File: config.mk
export PLATFORM = sky130hd
export DESIGN_NAME = tw_slave
export DESIGN_NICKNAME = d
export VERILOG_FILES = /design/src/rtl/tw_pkg.sv /design/src/rtl/tw_glitch_filter.sv /design/src/rtl/tw_ctrl.sv /design/src/rtl/tw_datapath.sv /design/src/rtl/tw_slave.sv
export SDC_FILE = /design/constraint.sdc
export NUM_CORES = 1
export LEC_CHECK = 0
export CAP_MARGIN = 30
export CORE_UTILIZATION = 25
export DETAILED_ROUTE_END_ITERATION = 16
export DONT_BUFFER_PORTS = 1
export GPL_TIMING_DRIVEN = 0
export PLACE_DENSITY = 0.46
export SLEW_MARGIN = 20
export SYNTH_ARGS = -nofsm -noshare
export SYNTH_HDL_FRONTEND = slang
export SYNTH_SLANG_ARGS = --single-unit
File: constraint.sdc
create_clock -name clk -period 1.94 [get_ports clk]
set_input_delay 0.194 -clock clk [delete_from_list [all_inputs] [get_ports clk]]
set_output_delay 0.194 -clock clk [all_outputs]
set_load 0.1 [all_outputs]
File: src/rtl/tw_pkg.sv
package tw_pkg;
  localparam int BYTE_W = 8;

  typedef enum logic [2:0] {
    ST_IDLE, ST_ADDR, ST_AACK, ST_WR, ST_WACK, ST_RD, ST_RACK, ST_WAIT
  } twState_t;

  // strobes from control to datapath, at most one drive decision per cycle
  typedef struct packed {
    logic shiftIn;
    logic loadRead;
    logic shiftOut;
    logic ackLow;
    logic relBus;
    logic setPtr;
    logic wrReg;
    logic abort;
  } twCmd_t;
endpackage

File: src/rtl/tw_glitch_filter.sv
module tw_glitch_filter #(
  parameter int FILT_CYC = 5
) (
  input  logic clk,
  input  logic rstN,
  input  logic rawIn,
  output logic cleanOut
);
  localparam int CW = $clog2(FILT_CYC + 1);

  logic [1:0]    syncQ;
  logic [CW-1:0] runCnt;

  always_ff @(posedge clk) begin
    if (!rstN) begin
      syncQ    <= 2'b11;
      cleanOut <= 1'b1;
      runCnt   <= '0;
    end else begin
      syncQ <= {syncQ[0], rawIn};
      if (syncQ[1] == cleanOut) begin
        runCnt <= '0;
      end else if (runCnt == CW'(FILT_CYC - 1)) begin
        cleanOut <= syncQ[1];
        runCnt   <= '0;
      end else begin
        runCnt <= runCnt + 1'b1;
      end
    end
  end

  if (FILT_CYC >= 2) begin : gGap

    filt_min_gap_chk: assert property (@(posedge clk) disable iff (!rstN)
      !$stable(cleanOut) |=> $stable(cleanOut));
  end
endmodule

File: src/rtl/tw_ctrl.sv
module tw_ctrl
  import tw_pkg::*;
#(
  parameter logic [6:0] SLV_ADDR = 7'h2A
) (
  input  logic              clk,
  input  logic              rstN,
  input  logic              sclF,
  input  logic              sdaF,
  input  logic [BYTE_W-1:0] shByte,
  output twCmd_t            cmd
);
  twState_t   st, stNext;
  logic [3:0] bitCnt, cntNext;
  logic       sclD, sdaD;
  logic       rwBit, rwNext;
  logic       firstWr, firstNext;
  logic       mNack, mNackNext;
  logic       sclRise, sclFall, startDet, stopDet;

  assign sclRise  = sclF & ~sclD;
  assign sclFall  = ~sclF & sclD;
  assign startDet = sclF & sclD & sdaD & ~sdaF;
  assign stopDet  = sclF & sclD & ~sdaD & sdaF;

  always_comb begin
    cmd       = '0;
    stNext    = st;
    cntNext   = bitCnt;
    rwNext    = rwBit;
    firstNext = firstWr;
    mNackNext = mNack;
    if (startDet) begin
      stNext    = ST_ADDR;
      cntNext   = 4'd0;
      cmd.abort = 1'b1;
    end else if (stopDet) begin
      stNext    = ST_IDLE;
      cmd.abort = 1'b1;
    end else begin
      case (st)
        ST_ADDR: begin
          if (sclRise) begin
            cmd.shiftIn = 1'b1;
            cntNext     = bitCnt + 4'd1;
          end else if (sclFall && bitCnt == 4'd8) begin
            if (shByte[7:1] == SLV_ADDR) begin
              stNext     = ST_AACK;
              cmd.ackLow = 1'b1;
              rwNext     = shByte[0];
            end else begin
              stNext = ST_IDLE;
            end
          end
        end
        ST_AACK: begin
          if (sclFall) begin
            cntNext = 4'd0;
            if (rwBit) begin
              stNext       = ST_RD;
              cmd.loadRead = 1'b1;
            end else begin
              stNext     = ST_WR;
              cmd.relBus = 1'b1;
              firstNext  = 1'b1;
            end
          end
        end
        ST_WR: begin
          if (sclRise) begin
            cmd.shiftIn = 1'b1;
            cntNext     = bitCnt + 4'd1;
          end else if (sclFall && bitCnt == 4'd8) begin
            cmd.setPtr = firstWr;
            cmd.wrReg  = ~firstWr;
            firstNext  = 1'b0;
            cmd.ackLow = 1'b1;
            stNext     = ST_WACK;
          end
        end
        ST_WACK: begin
          if (sclFall) begin
            cmd.relBus = 1'b1;
            cntNext    = 4'd0;
            stNext     = ST_WR;
          end
        end
        ST_RD: begin
          if (sclRise) begin
            cntNext = bitCnt + 4'd1;
          end else if (sclFall) begin
            if (bitCnt == 4'd8) begin
              cmd.relBus = 1'b1;
              stNext     = ST_RACK;
            end else if (bitCnt != 4'd0) begin
              cmd.shiftOut = 1'b1;
            end
          end
        end
        ST_RACK: begin
          if (sclRise) begin
            mNackNext = sdaF;
          end else if (sclFall) begin
            if (!mNack) begin
              cmd.loadRead = 1'b1;
              cntNext      = 4'd0;
              stNext       = ST_RD;
            end else begin
              stNext = ST_WAIT;
            end
          end
        end
        default: ;
      endcase
    end
  end

  always_ff @(posedge clk) begin
    if (!rstN) begin
      st      <= ST_IDLE;
      bitCnt  <= 4'd0;
      sclD    <= 1'b1;
      sdaD    <= 1'b1;
      rwBit   <= 1'b0;
      firstWr <= 1'b0;
      mNack   <= 1'b0;
    end else begin
      st      <= stNext;
      bitCnt  <= cntNext;
      sclD    <= sclF;
      sdaD    <= sdaF;
      rwBit   <= rwNext;
      firstWr <= firstNext;
      mNack   <= mNackNext;
    end
  end


  start_restart_chk: assert property (@(posedge clk) disable iff (!rstN)
    startDet |=> (st == ST_ADDR && bitCnt == 4'd0));

  stop_idle_chk: assert property (@(posedge clk) disable iff (!rstN)
    stopDet |=> st == ST_IDLE);

  one_drive_chk: assert property (@(posedge clk) disable iff (!rstN)
    $onehot0({cmd.loadRead, cmd.shiftOut, cmd.ackLow, cmd.relBus}));
endmodule

File: src/rtl/tw_datapath.sv
module tw_datapath
  import tw_pkg::*;
#(
  parameter int HOLD_CYC = 30,
  parameter int PTR_W    = 8
) (
  input  logic              clk,
  input  logic              rstN,
  input  twCmd_t            cmd,
  input  logic              sdaBit,
  input  logic [BYTE_W-1:0] regRdData,
  output logic [BYTE_W-1:0] shByte,
  output logic              sdaOe,
  output logic [PTR_W-1:0]  regAddr,
  output logic              regWrEn,
  output logic [BYTE_W-1:0] regWrData,
  output logic              regRdEn
);
  localparam int HW = $clog2(HOLD_CYC + 1);

  logic [BYTE_W-1:0] shReg;
  logic [PTR_W-1:0]  ptr;
  logic [HW-1:0]     holdCnt;
  logic              holdBusy, pendOe;
  logic              newDrive, newVal;

  assign newDrive = cmd.loadRead | cmd.shiftOut | cmd.ackLow | cmd.relBus;

  always_comb begin
    newVal = 1'b0;
    if (cmd.ackLow)        newVal = 1'b1;
    else if (cmd.loadRead) newVal = ~regRdData[BYTE_W-1];
    else if (cmd.shiftOut) newVal = ~shReg[BYTE_W-2];
  end

  always_ff @(posedge clk) begin
    if (!rstN) begin
      shReg    <= '0;
      ptr      <= '0;
      holdCnt  <= '0;
      holdBusy <= 1'b0;
      pendOe   <= 1'b0;
      sdaOe    <= 1'b0;
    end else begin
      if (cmd.shiftIn)       shReg <= {shReg[BYTE_W-2:0], sdaBit};
      else if (cmd.loadRead) shReg <= regRdData;
      else if (cmd.shiftOut) shReg <= {shReg[BYTE_W-2:0], 1'b0};

      if (cmd.setPtr)                      ptr <= PTR_W'(shReg);
      else if (cmd.wrReg || cmd.loadRead)  ptr <= ptr + 1'b1;

      if (cmd.abort) begin
        holdBusy <= 1'b0;
        sdaOe    <= 1'b0;
      end else if (newDrive) begin
        pendOe   <= newVal;
        holdCnt  <= HW'(HOLD_CYC - 1);
        holdBusy <= 1'b1;
      end else if (holdBusy) begin
        if (holdCnt == '0) begin
          sdaOe    <= pendOe;
          holdBusy <= 1'b0;
        end else begin
          holdCnt <= holdCnt - 1'b1;
        end
      end
    end
  end

  assign shByte    = shReg;
  assign regAddr   = ptr;
  assign regWrEn   = cmd.wrReg;
  assign regWrData = shReg;
  assign regRdEn   = cmd.loadRead;


  port_excl_chk: assert property (@(posedge clk) disable iff (!rstN)
    !(regWrEn && regRdEn));

  if (HOLD_CYC >= 2) begin : gHold

    ack_delay_chk: assert property (@(posedge clk) disable iff (!rstN)
      cmd.ackLow |=> $stable(sdaOe));
  end
endmodule

File: src/rtl/tw_slave.sv
module tw_slave
  import tw_pkg::*;
#(
  parameter logic [6:0] SLV_ADDR = 7'h2A,
  parameter int         FILT_CYC = 5,
  parameter int         HOLD_CYC = 30,
  parameter int         PTR_W    = 8
) (
  input  logic              clk,
  input  logic              rstN,
  input  logic              sclIn,
  input  logic              sdaIn,
  output logic              sdaOe,
  output logic [PTR_W-1:0]  regAddr,
  output logic              regWrEn,
  output logic [BYTE_W-1:0] regWrData,
  output logic              regRdEn,
  input  logic [BYTE_W-1:0] regRdData
);
  localparam int N_WIRE = 2;

  logic [N_WIRE-1:0] rawBus, cleanBus;
  logic              sclF, sdaF;
  logic [BYTE_W-1:0] shByte;
  twCmd_t            cmd;

  assign rawBus = {sdaIn, sclIn};

  for (genvar g = 0; g < N_WIRE; g++) begin : gFilt
    tw_glitch_filter #(.FILT_CYC(FILT_CYC)) filt_i (
      .clk(clk), .rstN(rstN), .rawIn(rawBus[g]), .cleanOut(cleanBus[g]));
  end

  assign sclF = cleanBus[0];
  assign sdaF = cleanBus[1];

  tw_ctrl #(.SLV_ADDR(SLV_ADDR)) ctrl_i (
    .clk(clk), .rstN(rstN), .sclF(sclF), .sdaF(sdaF),
    .shByte(shByte), .cmd(cmd));

  tw_datapath #(.HOLD_CYC(HOLD_CYC), .PTR_W(PTR_W)) dp_i (
    .clk(clk), .rstN(rstN), .cmd(cmd), .sdaBit(sdaF),
    .regRdData(regRdData), .shByte(shByte), .sdaOe(sdaOe),
    .regAddr(regAddr), .regWrEn(regWrEn), .regWrData(regWrData),
    .regRdEn(regRdEn));


  high_steady_chk: assert property (@(posedge clk) disable iff (!rstN)
    (sclF && $past(sclF)) |-> ($stable(sdaOe) || !sdaOe));
endmodule

==> flow_summary.toml <==
[place]
hpwl_um = 4500
port_buffers = 0
dp_cells = 438
place.gp.congestion = 0.796

[cts]
htreeDepth = 2
insertion_delay_ps = 300
cts_root_buffer = "clkbuf_8"
cts_tree = "done"
cts_sinks = 48
numCtsBuffers = 5
cts_buffer_depth = 2
cts.clk_slew.worst_paths_ps = 100

[hold_path]
whs_path_depth = 2
hold_end = "dp_i.regWrData[4]"
hp-start = "regRdData[4]"
hold_path.class = "in2reg"

[worst_setup_path]
reg2reg_depth = 7
crit_slowest_cell = "or4_1"
crit-reg2reg-launch = "ctrl_i.bitCnt[0]"
startpoint_type = "register"
crit_chain = "inv_1, ha_1, and3b_2, o21ai_2, o211ai_1, or4_1, a21oi_1"
endpoint_kind = "register"
reg2reg_slack_ps = 50
crit_type = "reg2reg"
worst-path-buf-inv = 1
worst-path-max-fanout = 6
cp.arrival_ps = 2120
cpPeakStageDelay_ps = 500
cp.required_ps = 2180
crit_family = "simple AND/OR/NAND/NOR gates"
cp-startpoint = "ctrl_i.bitCnt[0]"
r2r_end = "dp_i.sdaOe"

[route]
drt-met1-wl_um = 2980
drc_errors = 0
wl_met2_um = 2870
drt_iter0_markers = 95
via_count = 2188
met3WireLength_um = 300
routed_wl_um = 6210
first_pass_iters = 4
vias_per_cell = 4.89
highest_layer = "met4"
wl_per_cell_um = 13.9
ant_nets = 0

[yosys]
syn-instance-count = 300
yosysTopAreaCell = "dfxtp_1"
synth_edf_count = 0
synth_most_common_cell = "dfxtp_1"
synth_area_sq_um = 2440
synth-seq-area-share = 0.394
yosys_most_used_dff = "dfxtp_1"
yosysWarningCount = 0
synth_area_per_cell_sq_um = 8.12
synth_nets = 321
ys_types = 52
yosys-top-cells-count = "dfxtp_1 (48), nor2_1 (33), nand2_1 (30), a21oi_1 (26), inv_1 (17)"
async_flop_share = 0
ys_top_cells_by_area = "dfxtp_1 (39%), a21oi_1 (5.3%), nor2_1 (5.1%)"
synth_top_cell_area_share = 0.394
ys_ff_latch = 48

[floorplan]
die_h_um = 101
fp.dieW_um = 101
initial_core_util = 0.261
die-area_sq_um = 10100
core_sq_um = 9330
io_pins = 31
num_rows = 35

[grt]
grt.overflow.total = 0
grt_usage = 0.125
antenna_found_initial = 0
grt_start_max_net_pins = 15
grt_pass1_vias = 1980
grt_pass1_wl_um = 9910

[final_layout]
antenna_cells = 0
finalNonFillerCells = 447
fin_nets = 338
drive_above_1_share = 0.179
area_growth_pct = 23.5

[sta]
finalSetupViolations = 0
tightest_slew_ps = 991
finalMaxSlewViolations = 0
worst_hold_slack_ps = 119
grt_setup_unrepaired = "yes"
slew_headroom = 0.338
post-route-min-period_ps = 1890
fin_skew_ps = 9.09
fmax_mhz = 530
period_share = 0.972
final_hold_viol_count = 0

[pwr]
p_leak_uw = 0.00101
power_density_nw_per_um2 = 538
finalPower_uw = 1620
max-vdd-ir-drop_v = 0.000269

[run_status]
status = "finished clean"

[run]
maxCapViolations = 0
flip-flops by register name, summed over array words and instances, names as in the netlist:
name and count:
ctrl_i.rwBit 1, gFilt.filt_i.runCnt 6, gFilt.filt_i.syncQ 4, dp_i.pendOe 1, dp_i.regAddr 8, dp_i.regWrData 8
dp_i.holdBusy 1, ctrl_i.sclD 1, gFilt.filt_i.cleanOut 2, ctrl_i.bitCnt 4, dp_i.sdaOe 1, ctrl_i.mNack 1
ctrl_i.sdaD 1, dp_i.holdCnt 5, ctrl_i.st 3, ctrl_i.firstWr 1
per-stage QoR:
step / worst slack (ps) / setup TNS (ps) / utilization / cell area [sq um]
CTS: 4.48 / 0 / 0.314 / 2930
global placement: -267 / -2660 / 0.280 / 2620
global route: -44.6 / -66.5 / 0.323 / 3010
floorplan: -60.1 / -60.1 / - / 2450
detailed placement: -305 / -3070 / 0.298 / 2780
finish: 53.9 / 0 / 0.323 / 3010
layout by cell type (no fill, tap or decap), types with 2 or more instances in the layout:
master and count:
o22ai_1 6, or2_2 2, nor3b_1 2, nand2b_1 10
inv_1 17, dlygate4sd3_1 2, nand3_1 12, buf_1 4
a21oi_1 26, ha_1 9, xor2_1 3, xnor2_1 4
clkbuf_8 5, buf_4 3, dfxtp_4 6, or3_1 3
o31a_1 3, mux2i_1 11, nor4_1 2, a211oi_1 8
nand2_1 29, nor2b_1 4, clkbuf_1 6, nor2_1 31
dfxtp_2 9, a31oi_1 2, buf_2 3, o211ai_1 3
nor3_1 6, buf_16 5, o21ai_0 9, and3_1 2
o211a_1 2, nor2_4 2, clkbuf_2 2, dfxtp_1 33
worst max-delay path by stage:
| stage | endpoint | cells after the start | slack [ps] |
|---|---|---|---|
| finish | dp_i.sdaOe | 7 | 50 |
| global route | regWrEn | 6 | -40 |
| CTS | dp_i.regAddr[5] | 9 | 4 |
| detailed placement | dp_i.holdCnt[1] | 5 | -300 |
| global placement | regWrEn | 6 | -270 |
| floorplan | regWrEn | 6 | -60 |
worst reg2reg max path: cells and delay by family, from the launching register on:
kind | cells | cell delay [ps]
fa+ha+maj | 1 | 200
flops | 1 | 370
simple gates | 2 | 770
buf+inv | 1 | 50
compound gates | 3 | 450
report_power, final:
part	leakage, uW	total, uW	switching (uW)	internal [uW]
Clock	0.0000422	600	345	254
Combinational	0.000568	37.1	26.2	10.9
Sequential	0.000396	983	2.23	981
Total	0.00101	1620	374	1250
what timing repair did:
action	4_1_cts	5_1_grt
pin swaps	1	1
endpoints found under the setup margin	25	25
buffers inserted	1	0
hold endpoints to repair	2	0
resized for setup	14	27
hold buffers	2	0
cell type report:
class	count	area [sq um]
fillers	964	6320
multi-input cells	219	1450
flip-flops and latches	48	995
repair buffers	13	191
well taps	129	161
clock buffers	7	76.3
inverters	19	76.3
plain buffers	11	55.1
clock inverters	1	5.00
kinds of logic (layout without fill, tap and decap cells):
group,after synthesis,in the layout,share of synthesized area
AND/OR/NAND/NOR,122,122,0.249
adder cells (fa/ha/maj),9,9,0.0462
buffers and inverters,33,51,0.0539
multiplexers,11,11,0.0452
XOR/XNOR,7,7,0.0252
AO/OA/AOI/OAI,70,70,0.186
flip-flops,48,48,0.394
per-layer routing:
| layer | global-route usage | vias up |
|---|---|---|
| met4 | 0.0368 | 0 |
| met5 | 0 | - |
| met3 | 0.0270 | 5 |
| met1 | 0.168 | 1044 |
| li1 | - | 1087 |
| met2 | 0.202 | 52 |
(Power assumes the default switching activity.)
